--- src/rtl/pdb_pkg.sv ---
package pdb_pkg;

    localparam int unsigned NUM_TIMERS = 3;

    localparam logic [15:0] OFS_IDX_HI = 16'h0000;
    localparam logic [15:0] OFS_IDX_LO = 16'h0004;
    localparam logic [15:0] OFS_PER_A  = 16'h0050;
    localparam logic [15:0] OFS_PER_B  = 16'h0054;
    localparam logic [15:0] OFS_PER_C  = 16'h0058;

    typedef enum logic [1:0] {
        MODE_OFF   = 2'd0,
        MODE_PER_A = 2'd1,
        MODE_PER_B = 2'd2,
        MODE_PER_C = 2'd3
    } dbc_mode_e;

    typedef enum logic [2:0] {
        RS_NONE,
        RS_IDX_HI,
        RS_IDX_LO,
        RS_PER_A,
        RS_PER_B,
        RS_PER_C
    } reg_sel_e;

    // High select register supplies bit 1 of the index, low register bit 0.
    function automatic dbc_mode_e mode_of(input logic hi_bit, input logic lo_bit);
        return dbc_mode_e'({hi_bit, lo_bit});
    endfunction

    function automatic reg_sel_e decode_addr(input logic [15:0] a);
        reg_sel_e r;
        case (a)
            OFS_IDX_HI: r = RS_IDX_HI;
            OFS_IDX_LO: r = RS_IDX_LO;
            OFS_PER_A:  r = RS_PER_A;
            OFS_PER_B:  r = RS_PER_B;
            OFS_PER_C:  r = RS_PER_C;
            default:    r = RS_NONE;
        endcase
        return r;
    endfunction

endpackage

--- src/rtl/pdb_regfile.sv ---
module pdb_regfile
    import pdb_pkg::*;
#(
    parameter int unsigned NPINS  = 32,
    parameter int unsigned DATA_W = 32,
    parameter int unsigned ADDR_W = 8
) (
    input  logic                                    clk,
    input  logic                                    rst,
    input  logic                                    wr_en,
    input  logic [ADDR_W-1:0]                       addr,
    input  logic [DATA_W-1:0]                       wdata,
    output logic [DATA_W-1:0]                       rdata,
    output logic [NPINS-1:0]                        idx_hi,
    output logic [NPINS-1:0]                        idx_lo,
    output logic [NUM_TIMERS-1:0][DATA_W-1:0]       periods
);

    reg_sel_e sel;

    always_comb sel = decode_addr(16'(addr));

    always_ff @(posedge clk) begin
        if (rst) begin
            idx_hi  <= '0;
            idx_lo  <= '0;
            periods <= '0;
        end else if (wr_en) begin
            case (sel)
                RS_IDX_HI: idx_hi     <= wdata[NPINS-1:0];
                RS_IDX_LO: idx_lo     <= wdata[NPINS-1:0];
                RS_PER_A:  periods[0] <= wdata;
                RS_PER_B:  periods[1] <= wdata;
                RS_PER_C:  periods[2] <= wdata;
                default:   ;
            endcase
        end
    end

    always_comb begin
        case (sel)
            RS_IDX_HI: rdata = DATA_W'(idx_hi);
            RS_IDX_LO: rdata = DATA_W'(idx_lo);
            RS_PER_A:  rdata = periods[0];
            RS_PER_B:  rdata = periods[1];
            RS_PER_C:  rdata = periods[2];
            default:   rdata = '0;
        endcase
    end

endmodule

--- src/rtl/pdb_sync.sv ---
module pdb_sync #(
    parameter int unsigned NPINS  = 32,
    parameter int unsigned STAGES = 2
) (
    input  logic             clk,
    input  logic             rst,
    input  logic [NPINS-1:0] din,
    output logic [NPINS-1:0] dout
);

    logic [NPINS-1:0] stg [STAGES];

    generate
        for (genvar s = 0; s < STAGES; s++) begin : g_stage
            if (s == 0) begin : g_first
                always_ff @(posedge clk) begin
                    if (rst) stg[s] <= '0;
                    else     stg[s] <= din;
                end
            end else begin : g_next
                always_ff @(posedge clk) begin
                    if (rst) stg[s] <= '0;
                    else     stg[s] <= stg[s-1];
                end
            end
        end
    endgenerate

    assign dout = stg[STAGES-1];

endmodule

--- src/rtl/pdb_lane.sv ---
module pdb_lane
    import pdb_pkg::*;
#(
    parameter int unsigned CNT_W = 32
) (
    input  logic             clk,
    input  logic             rst,
    input  logic             din,
    input  dbc_mode_e        mode,
    input  logic [CNT_W-1:0] period,
    output logic             dout
);

    logic [CNT_W-1:0] remain;

    // The count reloads every cycle in which input and output agree, so a
    // period rewrite only applies from the next agreement.
    always_ff @(posedge clk) begin
        if (rst) begin
            dout   <= 1'b0;
            remain <= '0;
        end else if (din == dout) begin
            remain <= period;
        end else if (mode == MODE_OFF || remain <= CNT_W'(1)) begin
            dout   <= din;
            remain <= period;
        end else begin
            remain <= remain - CNT_W'(1);
        end
    end

endmodule

--- src/rtl/pin_debounce_bank.sv ---
module pin_debounce_bank
    import pdb_pkg::*;
#(
    parameter int unsigned NPINS       = 32,
    parameter int unsigned DATA_W      = 32,
    parameter int unsigned ADDR_W      = 8,
    parameter int unsigned SYNC_STAGES = 2
) (
    input  logic              clk,
    input  logic              rst,
    input  logic              wr_en,
    input  logic [ADDR_W-1:0] addr,
    input  logic [DATA_W-1:0] wdata,
    output logic [DATA_W-1:0] rdata,
    input  logic [NPINS-1:0]  pin_raw,
    output logic [NPINS-1:0]  pin_dbc
);

    logic [NPINS-1:0]                  idx_hi_q;
    logic [NPINS-1:0]                  idx_lo_q;
    logic [NUM_TIMERS-1:0][DATA_W-1:0] tmr_q;
    logic [NPINS-1:0]                  sync_q;

    pdb_regfile #(
        .NPINS  (NPINS),
        .DATA_W (DATA_W),
        .ADDR_W (ADDR_W)
    ) u_regs (
        .clk     (clk),
        .rst     (rst),
        .wr_en   (wr_en),
        .addr    (addr),
        .wdata   (wdata),
        .rdata   (rdata),
        .idx_hi  (idx_hi_q),
        .idx_lo  (idx_lo_q),
        .periods (tmr_q)
    );

    pdb_sync #(
        .NPINS  (NPINS),
        .STAGES (SYNC_STAGES)
    ) u_sync (
        .clk  (clk),
        .rst  (rst),
        .din  (pin_raw),
        .dout (sync_q)
    );

    generate
        for (genvar p = 0; p < NPINS; p++) begin : g_lane
            dbc_mode_e         mode;
            logic [DATA_W-1:0] period;

            always_comb begin
                mode = mode_of(idx_hi_q[p], idx_lo_q[p]);
                case (mode)
                    MODE_PER_A: period = tmr_q[0];
                    MODE_PER_B: period = tmr_q[1];
                    MODE_PER_C: period = tmr_q[2];
                    default:    period = '0;
                endcase
            end

            pdb_lane #(
                .CNT_W (DATA_W)
            ) u_lane (
                .clk    (clk),
                .rst    (rst),
                .din    (sync_q[p]),
                .mode   (mode),
                .period (period),
                .dout   (pin_dbc[p])
            );
        end
    endgenerate

endmodule

--- config.mk ---
export PLATFORM = sky130hd
export DESIGN_NAME = pin_debounce_bank
export DESIGN_NICKNAME = d
export VERILOG_FILES = /design/src/rtl/pdb_pkg.sv /design/src/rtl/pdb_regfile.sv /design/src/rtl/pdb_sync.sv /design/src/rtl/pdb_lane.sv /design/src/rtl/pin_debounce_bank.sv
export SDC_FILE = /design/constraint.sdc
export NUM_CORES = 2
export LEC_CHECK = 0
export BUFFER_PORTS_ARGS = -buffer_cell sky130_fd_sc_hd__buf_2
export CAP_MARGIN = 20
export CORE_ASPECT_RATIO = 1.4
export CORE_MARGIN = 4
export CORE_UTILIZATION = 35
export DETAILED_ROUTE_END_ITERATION = 10
export GPL_TIMING_DRIVEN = 1
export PLACE_DENSITY = 0.55
export SLEW_MARGIN = 20
export SYNTH_ARGS = -nofsm -noshare
export SYNTH_HDL_FRONTEND = slang
export SYNTH_SLANG_ARGS = --single-unit
--- constraint.sdc ---
create_clock -name clk -period 3.7 [get_ports clk]
set_input_delay 0.74 -clock clk [delete_from_list [all_inputs] [get_ports clk]]
set_output_delay 0.74 -clock clk [all_outputs]
set_load 0.005 [all_outputs]
-- After elaboration in Yosys (flattened, before gate mapping)
Memories as Yosys holds them, arrays and structs flattened.
Cells that the tools add are included.
- bits in registers: 1216
- bits in writable memories: 64
- input port bits: 75
- logic and storage cells: 510
- memories: 1
- $add $sub $neg: 32
- order comparisons: 32
- equal/unequal tests: 137
- multiplexer cells: 103
- bitwise logic cells: 34
- reduce and logical (&&, ||, !) cells: 102
- memories (memory ; words ; width ; read ports ; clocked after memory_dff ; wr ports ; line ; RTL):
    u_sync.stg ; 2 ; 32 ; 2 ; 0 ; 2 ; pdb_sync.sv:11 ; logic [NPINS-1:0] stg [STAGES];
- operators with widths (cell ; number):
    $pmux W32 S3 ; 32
    $mux W32 ; 66
    $le A32 B1 Y1 const B ; 32
    $sub A32 B1 Y32 const B ; 32
    $pmux W32 S5 ; 1
    $eq A2 B2 Y1 const B ; 64
    $reduce_and A2 Y1 ; 37
    $eq A2 B1 Y1 const B ; 32
    $logic_not A2 Y1 ; 32
    $eq A1 B1 Y1 ; 32
    $logic_or A1 B1 Y1 ; 32
    $not A1 Y1 ; 32
    $eq A8 B7 Y1 const B ; 3
    $pmux W3 S5 ; 1
    $eq A8 B3 Y1 const B ; 1
    $logic_not A8 Y1 ; 1
    $eq A3 B2 Y1 const B ; 2
    $eq A3 B3 Y1 const B ; 2
    $eq A3 B1 Y1 const B ; 1
    $mux W1 ; 3
    $or A1 B1 Y1 ; 2

-- Longest topological paths before layout
- depth in word-level cells: 4
- mapped depth: 11
- depth with buffers taken out: 8

-- By module
A second synthesis with hierarchy kept.
- cells, all modules: 10736
- area total of the unflattened synthesis: 96206.0 µm²
- by module, submodules not included (module ; instances ; cells an instance ; area an instance (µm²)):
    pdb_lane (g_lane[0].u_lane ...) ; 19 ; 219 ; 1955.6
    pin_debounce_bank ; 1 ; 2752 ; 25572.0
    pdb_lane (g_lane[27].u_lane ...) ; 13 ; 217 ; 1918.1
    pdb_regfile ; 1 ; 867 ; 6623.9
    pdb_sync ; 1 ; 135 ; 1918.1

-- Worst setup path before layout
No wires, ideal clock.
- path kind: input port to output port
- from: input port addr[1]
- to: output port rdata[6]
- data arrival time: 2552 ps
- slack: 408 ps
- cell stages on the path: 6
- path through: or4_1 -> or3b_1 -> nor3_1 -> clkbuf_1 -> a222oi_1 -> nand2_1
- word-level cells in the longest chain between the ends: 4
- ends and longest elaborated chain (element ; line ; RTL):
    from (decl) ; pin_debounce_bank.sv:12 ; input logic [ADDR_W-1:0] addr,
    $eq A8 B7 Y1, or another cell as far along ; pdb_pkg.sv:34 ; case (a)
    $pmux W3 S5 * ; pdb_pkg.sv:34 ;
    $eq A3 B3 Y1, or another cell as far along ; pdb_regfile.sv:41 ; case (sel)
    $pmux W32 S5 * ; pdb_regfile.sv:41 ;
    to (decl) ; pin_debounce_bank.sv:14 ; output logic [DATA_W-1:0] rdata,
Mark *: on every way between the ends. The rest lies on a longest branch, timed or not.

-- Worst setup path in the final report
- from: input port addr[1]
- to: output port rdata[16]
The elaborated chain is that of the path after synthesis.

==> out/qor.txt <==
CP Capture Type - output pin
Die Height - 591 um
GRT Total Usage - 0.314
Critical Path, Cell by Cell - buf_6 > or4_4 > or3b_4 > nor3_4 > buf_12 > clkbuf_16 > a222oi_1 > nand2_1 > buf_2
Worst reg-to-reg setup slack - 0.53 ns
Critical Path Stages - 9
Via density - 6.50
# nets final - 10207
Clk_lat worst skew - 0.86 ns
Worst setup SP type - primary input
RSZ-0062 raised after global routing - no
Register area - 25800 sq um
Largest net degree at the start of global routing - 131
# IOs - 139
Clock-pin slew on the worst setup and hold paths - 0.05 ns
CTS Sinks - 1280
I/O Buffers - 138
CP Class - in -> out
Clock root cell - clkbuf_16
CTS buffer count - 155
Sw Pwr - 7.24 mW
Post-detailed-routing wire length - 415 mm
Clk buf depth - 4
Mapped Area - 85100 sq um
WP buf/inv - 4
Final GP Congestion - 0.922
CTS tree - done
ANT nets after route - 0
Max FO, Critical Path - 5
Vias in the first global route - 79416
Post-synth cell types - 90
Slowest stage cell, crit path - or4_4
RR Startpoint - g_lane[29].u_lane.remain[26]$_SDFF_PP0_
CP max stage delay - 0.60 ns
Sw Share - 0.240
Global-route wire length before repair - 581 mm
Area grow syn2layout - 10.0%
Max VDD drop - 0.329 mV
Sequential share of power - 0.459
Final global-route overflow total - 0
FMAX - 271 MHz
Via Count - 87422
Pwr dens - 322 nW/um^2
Seq/Total Area, Yosys - 0.301
CTS H-Tree Depth - 4
# rows - 213
Status - completed
Worst EP required - 2.96 ns
Top FF cell, synth - dfxtp_1
Critical path arrival - 2.95 ns
Fillers - 24472
Post-synth net total - 10831
Overall Power - 30.2 mW
Initial antenna violation count - 64
Initial Utilization - 0.353
Power share of the combinational group - 0.018
Die X-Extent - 425 um
Syn_area_per_cell - 7.96 sq um
P_leak - 30.7 nW
Clk_skew - 0.0485 ns
Setup violators final - 0
Min Hold Slack - 0.114 ns
Full die area - 251000 sq um
Synth warnings - 0
Reg2reg end - g_lane[29].u_lane.remain[20]$_SDFF_PP0_
Core Footprint - 241000 sq um
Layout cell share with drive strength beyond 1 - 0.109
Tightest Pin Transition - 1.38 ns
Hold WC Path Type - in -> reg
Syn Inst Count - 10692
Number of flops mapped to enable cells by yosys - 0
Worst Setup SP - addr[1]
Pint - 22.9 mW
Worst path top cell family by delay - simple AND/OR/NAND/NOR gates
Pre-antenna DRT Iters - 9
Seq cells post-synth - 1280
Max cap viols - 0
Pins Over Slew Limit - 0
Worst setup path endpoint - rdata[16]
Cts hold-fix bufs - 0
DR iter-0 viols - 12505
Multi-input gate area - 54300 sq um
FF-to-FF path depth - 7
DRC - 0
Drt wl/cell - 30.8 um
Clock share of power - 0.523
Hold Fails Final Rpt - 0
Period utilization - 0.997
Tmin final - 3.69 ns
Max-slew headroom - 0.0822
Post-DP HPWL - 230 mm
Async set-reset flop share out of synthesis - 0
## worst reg2reg max path: cells and delay by family (launching register included)
family                 cells  cell delay, ns
AO/OA/AOI/OAI              2            0.50
AND/OR/NAND/NOR            4            1.83
flip-flops                 1            0.34
buffers and inverters      1            0.34
## metrics by stage
step	worst slack (ns)	cells	TNS, ns	instance area [sq um]	util
after floorplan	0.408	10692	0	85100	-
after global placement	-0.142	13129	-0.842	88300	0.366
after detailed placement	-0.172	13130	-1.34	88300	0.366
after CTS	-0.0212	13393	-0.0369	93400	0.387
after global routing	0.0398	13403	0	93500	0.388
final	0.00945	13452	0	93600	0.388
## synthesized netlist by cell type, types with 37 or more instances
cell	n	area, sq um
xor2_1	297	2600
nand3_1	142	711
ha_1	64	801
a311oi_1	766	6710
o31ai_1	37	278
clkbuf_1	1098	4120
or2_2	37	231
xnor2_1	604	5290
nor3_1	332	1660
nor4_1	274	1710
a22oi_1	42	315
nand4_1	40	250
nand2_1	724	2720
a211oi_1	821	6160
mux2_2	92	1040
buf_1	113	424
or4_1	147	1100
dfxtp_1	1280	25600
nor2b_1	74	463
nor2_1	1476	5540
a21oi_1	352	1760
or3_1	122	763
inv_1	91	342
o21ai_0	148	741
mux2i_1	910	9110
o22ai_1	82	513
a31oi_1	77	482
## cell type report
class                      instances  area share
tap                             3225      0.0431
antenna                           55     0.00147
multi-input combinational       8020       0.580
timing repair buffer             496      0.0430
clock buffer                     211      0.0468
inverter                         115     0.00461
clock inverter                    50     0.00584
sequential                      1280       0.275
## kinds of logic after synthesis
family,count (synthesis),share of synthesized area
XOR/XNOR,901,0.0927
AND/OR/NAND/NOR,3550,0.195
multiplexers,1004,0.119
AO/OA/AOI/OAI,2501,0.218
buffers and inverters,1392,0.0638
adder cells (fa/ha/maj),64,0.00941
flip-flops,1280,0.301
## metal layers
layer  part of all wire  wire length [um]  track usage
met2               0.42            174000        0.462
met1               0.37            154000        0.390
met3               0.12             49800       0.0779
met5            0.00013                53            0
met4              0.090             37500        0.247
## power by group through the flow
stage                     logic (mW)  registers, mW  clock network, mW
after floorplan                0.290           14.1                  0
after global placement         0.537           14.2                  0
after detailed placement       0.538           14.2                  0
after CTS                      0.542           13.8               15.9
after global routing           0.577           13.8               16.4
final                          0.556           13.8               15.8
## registers in the layout, indices dropped and copies added, names as in the netlist
register and cells:
g_lane.u_lane.dout 32, u_regs.idx_lo 32, u_regs.periods 96, g_lane.u_lane.remain 1024
u_regs.idx_hi 32, u_sync.stg 64
## what timing repair did
item,4_1_cts,5_1_grt
pin swaps,4,4
hold endpoints to repair,0,0
gates resized for setup,18,4
cloned,1,2
buffers inserted,1,1
setup endpoints to repair,29,20
## worst min path at each step
stage                                 startpoint                            to  slack (ns)  cells after the start
floorplan            u_sync.stg[0][0]$_SDFF_PP0_   u_sync.stg[1][0]$_SDFF_PP0_        0.41                      1
global placement    u_sync.stg[0][23]$_SDFF_PP0_  u_sync.stg[1][23]$_SDFF_PP0_        0.42                      1
detailed placement  u_sync.stg[0][25]$_SDFF_PP0_  u_sync.stg[1][25]$_SDFF_PP0_        0.43                      1
CTS                                  pin_raw[31]  u_sync.stg[0][31]$_SDFF_PP0_        0.08                      2
global route                         pin_raw[17]  u_sync.stg[0][17]$_SDFF_PP0_        0.11                      2
finish                               pin_raw[31]  u_sync.stg[0][31]$_SDFF_PP0_        0.11                      2
## layout by cell type (no fill, tap or decap), types with 42 or more instances in the layout
cell type and count:
a31oi_1 77, or4_1 146, nor2b_1 70, buf_4 308
ha_1 64, mux2i_1 910, o22ai_1 82, o21ai_0 148
diode_2 55, dfxtp_1 1149, nor4_1 274, or3_1 121
nand2_1 716, xnor2_1 604, mux2_2 92, xor2_1 297
nand3_1 142, a311oi_1 766, clkbuf_16 159, a21oi_1 351
nor2_1 1468, a22oi_1 42, nor3_1 319, inv_1 90
dfxtp_2 129, buf_12 42, buf_2 135, a211oi_1 820
Note: power is estimated with default switching activity, not from simulation.
